`config.mk`:
```
export PLATFORM = sky130hd
export DESIGN_NAME = bcd_time_core
export DESIGN_NICKNAME = d
export VERILOG_FILES = /design/src/rtl/bcd_time_pkg.sv /design/src/rtl/bcd_step_ctrl.sv /design/src/rtl/bcd_pair_counter.sv /design/src/rtl/bcd_hour_counter.sv /design/src/rtl/bcd_time_core.sv
export SDC_FILE = /design/constraint.sdc
export NUM_CORES = 1
export LEC_CHECK = 0
export BUFFER_PORTS_ARGS = -buffer_cell sky130_fd_sc_hd__buf_2
export CORE_MARGIN = 3
export CORE_UTILIZATION = 29
export CTS_CLUSTER_SIZE = 24
export DETAILED_ROUTE_END_ITERATION = 16
export GPL_ROUTABILITY_DRIVEN = 0
export HOLD_SLACK_MARGIN = 0.03
export MAX_ROUTING_LAYER = met4
export PLACE_DENSITY_LB_ADDON = 0.15
export SLEW_MARGIN = 20
export SYNTH_ARGS = -nofsm -noshare
export SYNTH_HDL_FRONTEND = slang
export SYNTH_SLANG_ARGS = --single-unit
```
`constraint.sdc`:
```
create_clock -name clk -period 2.2 [get_ports clk]
set_input_delay 0.22 -clock clk [delete_from_list [all_inputs] [get_ports clk]]
set_output_delay 0.22 -clock clk [all_outputs]
set_load 0.01 [all_outputs]
```
`src/rtl/bcd_time_pkg.sv`:
```
`timescale 1ns/1ps
// bcd_time_pkg
// Purpose : shared types and helpers for the BCD time-of-day counter.
// Assumes : a BCD digit is four bits wide and a pair is packed tens:units.
package bcd_time_pkg;

    localparam int DIGIT_W = 4;
    localparam int PAIR_W  = 2 * DIGIT_W;

    typedef logic [DIGIT_W-1:0] bcd_digit_t;

    typedef struct packed {
        bcd_digit_t tens;
        bcd_digit_t units;
    } bcd_pair_t;

    localparam bcd_pair_t PAIR_ZERO = '{tens: '0, units: '0};

    // Returns 1 when the pair equals the given decimal digits.
    function automatic logic pair_equals(bcd_pair_t p, int t, int u);
        return (p.tens == DIGIT_W'(t)) && (p.units == DIGIT_W'(u));
    endfunction

endpackage

```
`src/rtl/bcd_step_ctrl.sv`:
```
`timescale 1ns/1ps
// bcd_step_ctrl
// Purpose : decides on each clock which counters step, from the tick,
//           the run enable, the set switches and the lower-digit carries.
// Assumes : tick is a one-cycle pulse; sec_last/min_last come from the
//           current counter state (no pipelining between them).
module bcd_step_ctrl (
    input  logic run_en,
    input  logic tick,
    input  logic adj_min,
    input  logic adj_hour,
    input  logic sec_last,
    input  logic min_last,
    output logic sec_step,
    output logic min_step,
    output logic hour_step
);

    logic advance;

    // Purpose: one running tick gates every step.
    always_comb begin
        advance   = run_en && tick;
        sec_step  = advance;
        min_step  = advance && (adj_min || sec_last);
        // The natural hour carry is masked while minutes are being set.
        hour_step = advance && (adj_hour || (!adj_min && sec_last && min_last));
    end

endmodule

```
`src/rtl/bcd_pair_counter.sv`:
```
`timescale 1ns/1ps
// bcd_pair_counter
// Purpose : two-digit BCD counter for 00..(TENS_LAST)(UNITS_LAST), e.g. 00..59.
//           Steps once per cycle where step is high and wraps to 00 after
//           the last value. An out-of-range digit returns the pair to 00.
// Assumes : synchronous active-low clear; step is already qualified.
module bcd_pair_counter
    import bcd_time_pkg::*;
#(
    parameter int TENS_LAST  = 5,
    parameter int UNITS_LAST = 9
) (
    input  logic      clk,
    input  logic      rst_n,
    input  logic      step,
    output bcd_pair_t q,
    output logic      at_last
);

    localparam bcd_digit_t TENS_MAX  = DIGIT_W'(TENS_LAST);
    localparam bcd_digit_t UNITS_MAX = DIGIT_W'(UNITS_LAST);

    bcd_pair_t q_nxt;
    logic      illegal;

    // Purpose: flag the last legal value and any illegal code.
    always_comb begin
        at_last = (q.tens == TENS_MAX) && (q.units == UNITS_MAX);
        illegal = (q.tens > TENS_MAX) || (q.units > UNITS_MAX);
    end

    // Purpose: next value of the pair, digit by digit.
    always_comb begin
        q_nxt = q;
        if (illegal || at_last) begin
            q_nxt = PAIR_ZERO;
        end else if (q.units == UNITS_MAX) begin
            q_nxt.tens  = q.tens + 1'b1;
            q_nxt.units = '0;
        end else begin
            q_nxt.units = q.units + 1'b1;
        end
    end

    // Purpose: state register with synchronous clear.
    always_ff @(posedge clk) begin
        if (!rst_n) begin
            q <= PAIR_ZERO;
        end else if (step) begin
            q <= q_nxt;
        end
    end

    AST_PAIR_HOLD: assert property (@(posedge clk) disable iff (!rst_n)
        !step |=> $stable(q));
    AST_PAIR_WRAP: assert property (@(posedge clk) disable iff (!rst_n)
        (step && at_last) |=> (q == PAIR_ZERO));
    AST_PAIR_MOVES: assert property (@(posedge clk) disable iff (!rst_n)
        step |=> (q != $past(q)));

endmodule

```
`src/rtl/bcd_hour_counter.sv`:
```
`timescale 1ns/1ps
// bcd_hour_counter
// Purpose : BCD hour counter for 00..(LAST_TENS)(LAST_UNITS), default 00..23.
//           Any value past the last hour, or a units digit above 9,
//           returns to 00 on the next step.
// Assumes : synchronous active-low clear; step is already qualified.
module bcd_hour_counter
    import bcd_time_pkg::*;
#(
    parameter int LAST_TENS  = 2,
    parameter int LAST_UNITS = 3
) (
    input  logic      clk,
    input  logic      rst_n,
    input  logic      step,
    output bcd_pair_t q
);

    localparam bcd_digit_t TENS_MAX  = DIGIT_W'(LAST_TENS);
    localparam bcd_digit_t UNITS_END = DIGIT_W'(LAST_UNITS);
    localparam bcd_digit_t DEC_NINE  = DIGIT_W'(9);

    bcd_pair_t q_nxt;
    logic      wrap_now;

    // Purpose: detect the last hour or any out-of-range hour code.
    always_comb begin
        wrap_now = (q.tens > TENS_MAX) || (q.units > DEC_NINE) ||
                   ((q.tens == TENS_MAX) && (q.units >= UNITS_END));
    end

    // Purpose: next hour value.
    always_comb begin
        q_nxt = q;
        if (wrap_now) begin
            q_nxt = PAIR_ZERO;
        end else if (q.units == DEC_NINE) begin
            q_nxt.tens  = q.tens + 1'b1;
            q_nxt.units = '0;
        end else begin
            q_nxt.units = q.units + 1'b1;
        end
    end

    // Purpose: hour register with synchronous clear.
    always_ff @(posedge clk) begin
        if (!rst_n) begin
            q <= PAIR_ZERO;
        end else if (step) begin
            q <= q_nxt;
        end
    end

    AST_HOUR_HOLD: assert property (@(posedge clk) disable iff (!rst_n)
        !step |=> $stable(q));
    AST_HOUR_WRAP: assert property (@(posedge clk) disable iff (!rst_n)
        (step && pair_equals(q, LAST_TENS, LAST_UNITS)) |=> (q == PAIR_ZERO));

endmodule

```
`src/rtl/bcd_time_core.sv`:
```
`timescale 1ns/1ps
// bcd_time_core
// Purpose : time-of-day counter in packed BCD (seconds, minutes, 24-hour
//           hours) advanced by a 1 Hz tick, with minute and hour set switches
//           and a top-of-hour flag.
// Assumes : tick is a one-cycle pulse in the clk domain; switches are
//           synchronous to clk; rst_n is a synchronous active-low clear.
module bcd_time_core
    import bcd_time_pkg::*;
#(
    parameter int MS_TENS_LAST  = 5,
    parameter int MS_UNITS_LAST = 9,
    parameter int HR_LAST_TENS  = 2,
    parameter int HR_LAST_UNITS = 3
) (
    input  logic              clk,
    input  logic              rst_n,
    input  logic              run_en,
    input  logic              tick,
    input  logic              adj_min,
    input  logic              adj_hour,
    output logic [PAIR_W-1:0] sec_bcd,
    output logic [PAIR_W-1:0] min_bcd,
    output logic [PAIR_W-1:0] hour_bcd,
    output logic              top_of_hour
);

    localparam int NUM_PAIRS = 2;   // index 0 = seconds, 1 = minutes

    bcd_pair_t        pair_q    [NUM_PAIRS];
    logic             pair_step [NUM_PAIRS];
    logic             pair_last [NUM_PAIRS];
    bcd_pair_t        hour_q;
    logic             hour_step;

    bcd_step_ctrl u_ctrl (
        .run_en    (run_en),
        .tick      (tick),
        .adj_min   (adj_min),
        .adj_hour  (adj_hour),
        .sec_last  (pair_last[0]),
        .min_last  (pair_last[1]),
        .sec_step  (pair_step[0]),
        .min_step  (pair_step[1]),
        .hour_step (hour_step)
    );

    // Seconds and minutes share one counter shape.
    for (genvar g = 0; g < NUM_PAIRS; g++) begin : g_pair
        bcd_pair_counter #(
            .TENS_LAST  (MS_TENS_LAST),
            .UNITS_LAST (MS_UNITS_LAST)
        ) u_pair (
            .clk     (clk),
            .rst_n   (rst_n),
            .step    (pair_step[g]),
            .q       (pair_q[g]),
            .at_last (pair_last[g])
        );
    end

    bcd_hour_counter #(
        .LAST_TENS  (HR_LAST_TENS),
        .LAST_UNITS (HR_LAST_UNITS)
    ) u_hour (
        .clk   (clk),
        .rst_n (rst_n),
        .step  (hour_step),
        .q     (hour_q)
    );

    // Purpose: drive the outputs and the top-of-hour flag.
    always_comb begin
        sec_bcd     = pair_q[0];
        min_bcd     = pair_q[1];
        hour_bcd    = hour_q;
        top_of_hour = (pair_q[1] == PAIR_ZERO) && (pair_q[0] == PAIR_ZERO);
    end

    AST_FREEZE_ALL: assert property (@(posedge clk) disable iff (!rst_n)
        !run_en |=> $stable({sec_bcd, min_bcd, hour_bcd}));
    AST_ADJ_NO_CARRY: assert property (@(posedge clk) disable iff (!rst_n)
        (run_en && tick && adj_min && !adj_hour) |=> $stable(hour_bcd));
    AST_MIN_ADJ_STEP: assert property (@(posedge clk) disable iff (!rst_n)
        (run_en && tick && adj_min) |=> (min_bcd != $past(min_bcd)));
    AST_ROLLOVER: assert property (@(posedge clk) disable iff (!rst_n)
        (run_en && tick && !adj_min && !adj_hour && hour_bcd == 8'h23 &&
         min_bcd == 8'h59 && sec_bcd == 8'h59)
        |=> (hour_bcd == 8'h00 && min_bcd == 8'h00 && sec_bcd == 8'h00));

endmodule

```
==> results.py, run 1 <==
metrics = {
    "final_layout": {
        "most-common-layout-cells": "buf_2, dfxtp_1, nor2_1, buf_4, nand2_1",
        "fin_area_um2": 1850,
        "nets": 233,
        "final-seq-area_um2": 484,
        "drive_gt1_share_pct": 30.2,
        "n_fill_cell": 504,
        "area_growth_pct": 28.2,
        "layoutNonFillerInstCount": 282,
        "antenna-diode-count": 0,
        "multi_input_area_um2": 918,
        "final_common_cell": "buf_2",
    },
    "placement": {
        "dp_cells": 275,
        "port_buffers": 30,
        "place_area_um2": 1740,
        "dp_slack_ns": 0.104,
        "dpl.hpwl_um": 2830,
    },
    "worst_setup_path": {
        "critPathBufInv": 2,
        "worstPathArrival_ns": 2.34,
        "r2r_start": "g_pair[0].u_pair.q[5]$_SDFFE_PN0P_",
        "cpMaxStageDelayCell": "or4bb_4",
        "regToRegSetupSlack_ns": 0.06,
        "crit_type": "flop to flop",
        "cp-start-kind": "flop",
        "crit_chain": "inv_2, ha_4, or4bb_4, nor4_4, o21ai_2, buf_6, or3_1, a21oi_1",
        "required_ns": 2.40,
        "crit_family": "simple AND/OR/NAND/NOR gates",
        "path_max_fanout": 8,
        "timing.critical_path.to": "u_hour.q[0]$_SDFFE_PN0P_",
        "r2r.worst_path.cells": 8,
        "cp.depth": 8,
        "reg2reg_to": "u_hour.q[0]$_SDFFE_PN0P_",
        "crit_path_start": "g_pair[0].u_pair.q[5]$_SDFFE_PN0P_",
        "endpoint_kind": "flop",
        "max_stage_delay_ns": 0.46,
    },
    "power": {
        "p_sw_share_pct": 24.5,
        "internal_power_mw": 0.587,
        "p_seq_share_pct": 57.6,
        "power.leakage_nw": 0.779,
        "p_per_area_nw_per_um2": 421,
        "p_sw_mw": 0.190,
        "ir_drop_uv": 250,
        "clkPwrFrac_pct": 34.2,
        "pwr-share-comb_pct": 8.1,
    },
    "clock_tree": {
        "clock-sinks": 24,
        "holdBufCountCts": 0,
        "path_clk_slew_ns": 0.08,
        "clkLatencyLatePin_ns": 0.27,
        "htreeDepth": 1,
        "clockBufferDepth": 2,
        "cts_tree": "done",
        "cts-root-buf": "clkbuf_8",
        "cts_made_buffers": 3,
    },
    "global_route": {
        "grt_use_met1_pct": 18.0,
        "grt.total_usage_pct": 13.7,
        "grt_max_degree": 15,
        "antenna_found_initial": 0,
        "met2_usage_pct": 21.8,
        "grt-ovfl-total": 0,
        "first_global_vias": 1327,
        "grtUsageMet3_pct": 3.31,
        "grt_pass1_wl_um": 6410,
        "grt_busiest_layer": "met2",
    },
    "synthesis": {
        "ys_async_sr_fraction_pct": 0,
        "synth_nets": 186,
        "syn_area_per_cell_um2": 8.47,
        "synth_cells": 170,
        "synth_ff_type": "dfxtp_1",
        "synth_edf_count": 0,
        "seq_area_frac_synth_pct": 33.4,
        "netlist_area_um2": 1440,
        "ys_warn_count": 0,
        "synth_cell_type_count": 52,
        "ys_seq_elements": 24,
    },
    "detailed_routing": {
        "drt-vias-per-instance": 4.98,
        "drc": 0,
        "wl_per_cell_um": 13.6,
        "vias": 1403,
        "ant_nets": 0,
        "first_pass_iters": 4,
        "drt_iter0_drc": 68,
        "wl_um": 3820,
    },
    "sta": {
        "fin_crit_sh_pct": 97.2,
        "fin_tns_setup_ns": 0,
        "tightestPinTransition_ns": 0.471,
        "hold_viol": 0,
        "finalClockSkew_ns": 0.00351,
        "whs_ns": 0.324,
        "slew_violations": 0,
        "fmax_ghz": 0.468,
        "setup_slack_ns": 0.0614,
        "relSlewSlack_pct": 68.1,
        "period_needed_ns": 2.14,
        "setup_viol": 0,
    },
    "worst_hold_path": {
        "hold_class": "input pin to flop",
    },
    "floorplan": {
        "io_pins": 31,
        "dieArea_um2": 5850,
        "initial_utilization_pct": 30.3,
        "core-area_um2": 4750,
        "rows": 25,
        "die_w_um": 76.5,
        "fp.dieH_um": 76.5,
    },
    "run_status": {
        "status": "completed",
    },
    "run": {
        "cap_violations": 0,
    },
}
==> synth_stat cells, types with 2 or more instances <==
library cell	number	area share, %
nand4_1	4	1.7
xor2_1	5	3.0
ha_1	10	8.7
o21ai_0	13	4.5
nand3b_1	2	1.0
clkbuf_1	2	0.52
nand2_1	14	3.6
a41oi_1	2	1.2
nor2_1	15	3.9
dfxtp_1	24	33
o21bai_1	2	1.0
or3_1	2	0.87
o31a_1	2	1.2
and2_1	2	0.87
nor4_1	4	1.7
inv_1	11	2.9
a21oi_1	8	2.8
nor2b_1	2	0.87
nand3_1	8	2.8
nor3_1	6	2.1
==> cells by family after synthesis <==
logic type	after synthesis	synth area share, %
compound gates	42	19.5
xor+xnor	5	3.04
fa+ha+maj	10	8.69
buf+inv	16	4.52
flops	24	33.4
mux	1	0.695
simple gates	72	30.2
==> metal layers <==
layer	share of wire, %	routed length, µm
met1	49	1880
met2	47	1810
met3	3.2	123
met4	0.47	18
met5	0	0
==> area by class of cell <==
type,count,share of cell area (%)
Multi-Input combinational cell,130,49.7
Sequential cell,24,26.2
Timing Repair Buffer,46,14.8
Tap cell,67,4.54
Inverter,12,2.44
Clock buffer,3,2.24
==> worst min path at each step <==
stage	startpoint	to	slack (ns)	cells past startpoint
after detailed placement	u_hour.q[6]$_SDFFE_PN0P_	u_hour.q[6]$_SDFFE_PN0P_	0.48	2
after floorplan	rst_n	u_hour.q[2]$_SDFFE_PN0P_	0.43	2
after CTS	rst_n	u_hour.q[3]$_SDFFE_PN0P_	0.32	2
after global routing	rst_n	u_hour.q[3]$_SDFFE_PN0P_	0.33	2
final	rst_n	u_hour.q[3]$_SDFFE_PN0P_	0.32	2
after global placement	u_hour.q[6]$_SDFFE_PN0P_	u_hour.q[6]$_SDFFE_PN0P_	0.48	2
==> what timing repair did <==
item,CTS,global route
resized for setup,0,10
buffers inserted,0,4
endpoints found under the hold margin,0,0
setup endpoints to repair,0,4
==> registers in the layout (all words and copies together) (netlist names) <==
signal           cells
g_pair.u_pair.q     16
u_hour.q             8
==> power by group through the flow <==
stage	Sequential (mW)	Combinational, mW	Clock, mW
after floorplan	0.456	0.0367	0
after global placement	0.458	0.0625	0
after detailed placement	0.458	0.0617	0
after CTS	0.448	0.0619	0.281
after global routing	0.449	0.0710	0.294
final	0.448	0.0633	0.266
==> through the flow <==
stage	util (%)	power (mW)
detailed placement	36.7	0.520
floorplan	-	0.493
global route	38.8	0.814
global placement	36.7	0.521
finish	38.8	0.777
CTS	37.6	0.790
(Power assumes the default switching activity.)
==> inputs of run 2 (changes only) <==
ABC_AREA = 1   (was unset)
CORE_MARGIN = unset   (was 3)
==> run 2 against run 1 <==
  * Critical path depth shrank 3
  * Fmax grew 35%
  * Synthesized cell count grew 29%
  * Non-clock buffer count shrank 15
  * Total power shrank 0.33%
  * Synthesized area grew 1.7%
  * Design area shrank 5.8%
  * Core utilization shrank 2.5 points
==> results.py, run 2 <==
metrics = {
    "floorplan": {
        "initial_utilization_pct": 30.6,
        "die_w_um": 73.1,
        "fp.dieH_um": 73.1,
        "dieArea_um2": 5340,
        "rows": 25,
        "io_pins": 31,
        "core-area_um2": 4790,
    },
    "worst_setup_path": {
        "max_stage_delay_ns": 0.39,
        "crit_chain": "inv_1, ha_1, nand4_1, nor3_1, buf_2",
        "path_max_fanout": 7,
        "required_ns": 1.98,
        "worstPathArrival_ns": 1.36,
        "crit_type": "flop to output pin",
        "cp-start-kind": "flop",
        "endpoint_kind": "output pin",
        "cpMaxStageDelayCell": "dfxtp_1",
        "crit_family": "flip-flops",
        "critPathBufInv": 2,
    },
    "run_status": {
        "status": "completed",
    },
    "clock_tree": {
        "path_clk_slew_ns": 0.08,
        "cts_made_buffers": 3,
        "cts_tree": "done",
        "clockBufferDepth": 2,
        "cts-root-buf": "clkbuf_8",
        "cts_setup_buffers": 0,
        "clkLatencyLatePin_ns": 0.26,
        "htreeDepth": 1,
        "clock-sinks": 24,
        "holdBufCountCts": 0,
        "cts_resized": 0,
    },
    "global_route": {
        "antenna_found_initial": 0,
        "grt.total_usage_pct": 14.9,
        "met2_usage_pct": 25.2,
        "first_global_vias": 1356,
        "grtUsageMet3_pct": 2.21,
        "grt_busiest_layer": "met2",
        "grt_max_degree": 15,
        "grt_pass1_wl_um": 5940,
        "grt_use_met1_pct": 18.1,
        "grt-ovfl-total": 0,
    },
    "synthesis": {
        "netlist_area_um2": 1470,
        "seq_area_frac_synth_pct": 32.8,
        "yosys.area.top_type": "dfxtp_1",
        "synth_cells": 220,
        "synth_edf_count": 0,
        "ys_warn_count": 0,
        "synth_nets": 236,
        "ys_async_sr_fraction_pct": 0,
        "synth_ff_type": "dfxtp_1",
        "ys_seq_elements": 24,
        "yosysMostFrequentCell": "nand2_1",
        "synth_cell_type_count": 24,
        "ys_top_cells_by_area": "dfxtp_1, nand2_1, inv_1",
        "syn_area_per_cell_um2": 6.66,
        "synth_top_cell_area_share_pct": 32.8,
        "synth_top_cells_by_count": "nand2_1, inv_1, nor2_1, dfxtp_1, nand3_1",
    },
    "sta": {
        "tightestPinTransition_ns": 0.387,
        "setup_viol": 0,
        "slew_violations": 0,
        "relSlewSlack_pct": 74.1,
        "finalClockSkew_ns": 0.00290,
        "hold_viol": 0,
        "rsz0062_at_grt": "no",
        "fin_crit_sh_pct": 71.9,
        "fmax_ghz": 0.632,
        "fin_tns_setup_ns": 0,
        "period_needed_ns": 1.58,
    },
    "placement": {
        "dpl.hpwl_um": 2690,
        "port_buffers": 30,
        "place_area_um2": 1700,
    },
    "power": {
        "p_sw_mw": 0.189,
        "power.leakage_nw": 0.910,
        "p_seq_share_pct": 57.5,
        "clkPwrFrac_pct": 33.9,
        "internal_power_mw": 0.585,
        "pwr-share-comb_pct": 8.5,
        "power.total_mw": 0.774,
        "p_sw_share_pct": 24.4,
        "p_per_area_nw_per_um2": 445,
        "ir_drop_uv": 153,
    },
    "final_layout": {
        "fin_area_um2": 1740,
        "nets": 270,
        "most-common-layout-cells": "nand2_1, inv_1, buf_2, nor2_1, dfxtp_1",
        "largest-register": "g_pair.u_pair.q",
        "reg.largest.list": "g_pair.u_pair.q: 16 flops, u_hour.q: 8 flops",
        "final_common_cell": "nand2_1",
        "area_growth_pct": 18.7,
        "antenna-diode-count": 0,
        "n_fill_cell": 535,
        "drive_gt1_share_pct": 18.7,
        "largest_reg_flops": 16,
    },
    "worst_hold_path": {
        "hold_class": "input pin to flop",
    },
    "detailed_routing": {
        "drt_iter0_drc": 43,
        "drc": 0,
        "first_pass_iters": 4,
        "drt-vias-per-instance": 4.42,
        "wl_per_cell_um": 10.8,
        "wl_um": 3450,
        "vias": 1409,
        "ant_nets": 0,
    },
    "run": {
        "cap_violations": 0,
    },
}
==> run 2: stage by stage <==
stage          hold WS, ns  utilization, %  cells  worst slack, ns
2_1_floorplan        0.358               -    220            0.778
3_3_place_gp         0.444            35.5    316            0.597
3_5_place_dp         0.444            35.5    316            0.620
4_1_cts              0.314            36.3    319            0.583
5_1_grt              0.349            36.3    319            0.408
6_report             0.317            36.3    319            0.618
==> run 2: logic make-up after synthesis <==
kind of cell	Yosys count	synth area share (%)
flip-flops	24	32.8
AO/OA/AOI/OAI	20	7.26
buffers and inverters	43	11.1
XOR/XNOR	7	4.18
AND/OR/NAND/NOR	116	36.1
adder cells (fa/ha/maj)	10	8.54
==> run 2: path summary, 6_finish.rpt <==
check	startpoint	end	slack (ns)	depth (start not counted)
worst min-delay path	adj_min	g_pair[1].u_pair.q[1]$_SDFFE_PN0P_	0.32	4
worst min register to register	u_hour.q[7]$_SDFFE_PN0P_	u_hour.q[7]$_SDFFE_PN0P_	0.46	2
worst max register to register	g_pair[0].u_pair.q[5]$_SDFFE_PN0P_	u_hour.q[4]$_SDFFE_PN0P_	0.62	10
worst max-delay path	g_pair[1].u_pair.q[4]$_SDFFE_PN0P_	top_of_hour	0.62	5
==> run 2: cell type report <==
class | instances | area, µm² | area share, %
Clock buffer | 3 | 41.3 | 2.37
Inverter | 41 | 154 | 8.85
Multi-Input combinational cell | 153 | 822 | 47.3
Sequential cell | 24 | 480 | 27.6
Tap cell | 67 | 83.8 | 4.82
Timing Repair Buffer | 31 | 158 | 9.06
==> run 2: power by group through the flow <==
| stage | logic, mW | clock network, mW | registers [mW] |
|---|---|---|---|
| floorplan | 0.0395 | 0 | 0.457 |
| global placement | 0.0676 | 0 | 0.456 |
| detailed placement | 0.0664 | 0 | 0.456 |
| CTS | 0.0670 | 0.274 | 0.446 |
| global route | 0.0745 | 0.293 | 0.447 |
| finish | 0.0661 | 0.263 | 0.446 |
==> run 2: worst reg2reg max path: cells and delay by family, from the launching register on <==
kind / cells / cell delay (ns)
flops: 1 / 0.34
simple gates: 8 / 0.89
buf+inv: 1 / 0.12
fa+ha+maj: 1 / 0.18
==> run 2: routing by layer <==
| layer | vias up | part of all wire [%] |
|---|---|---|
| li1 | 753 | - |
| met1 | 628 | 48 |
| met2 | 23 | 48 |
| met3 | 5 | 3.2 |
| met4 | 0 | 1.3 |
| met5 | - | 0 |
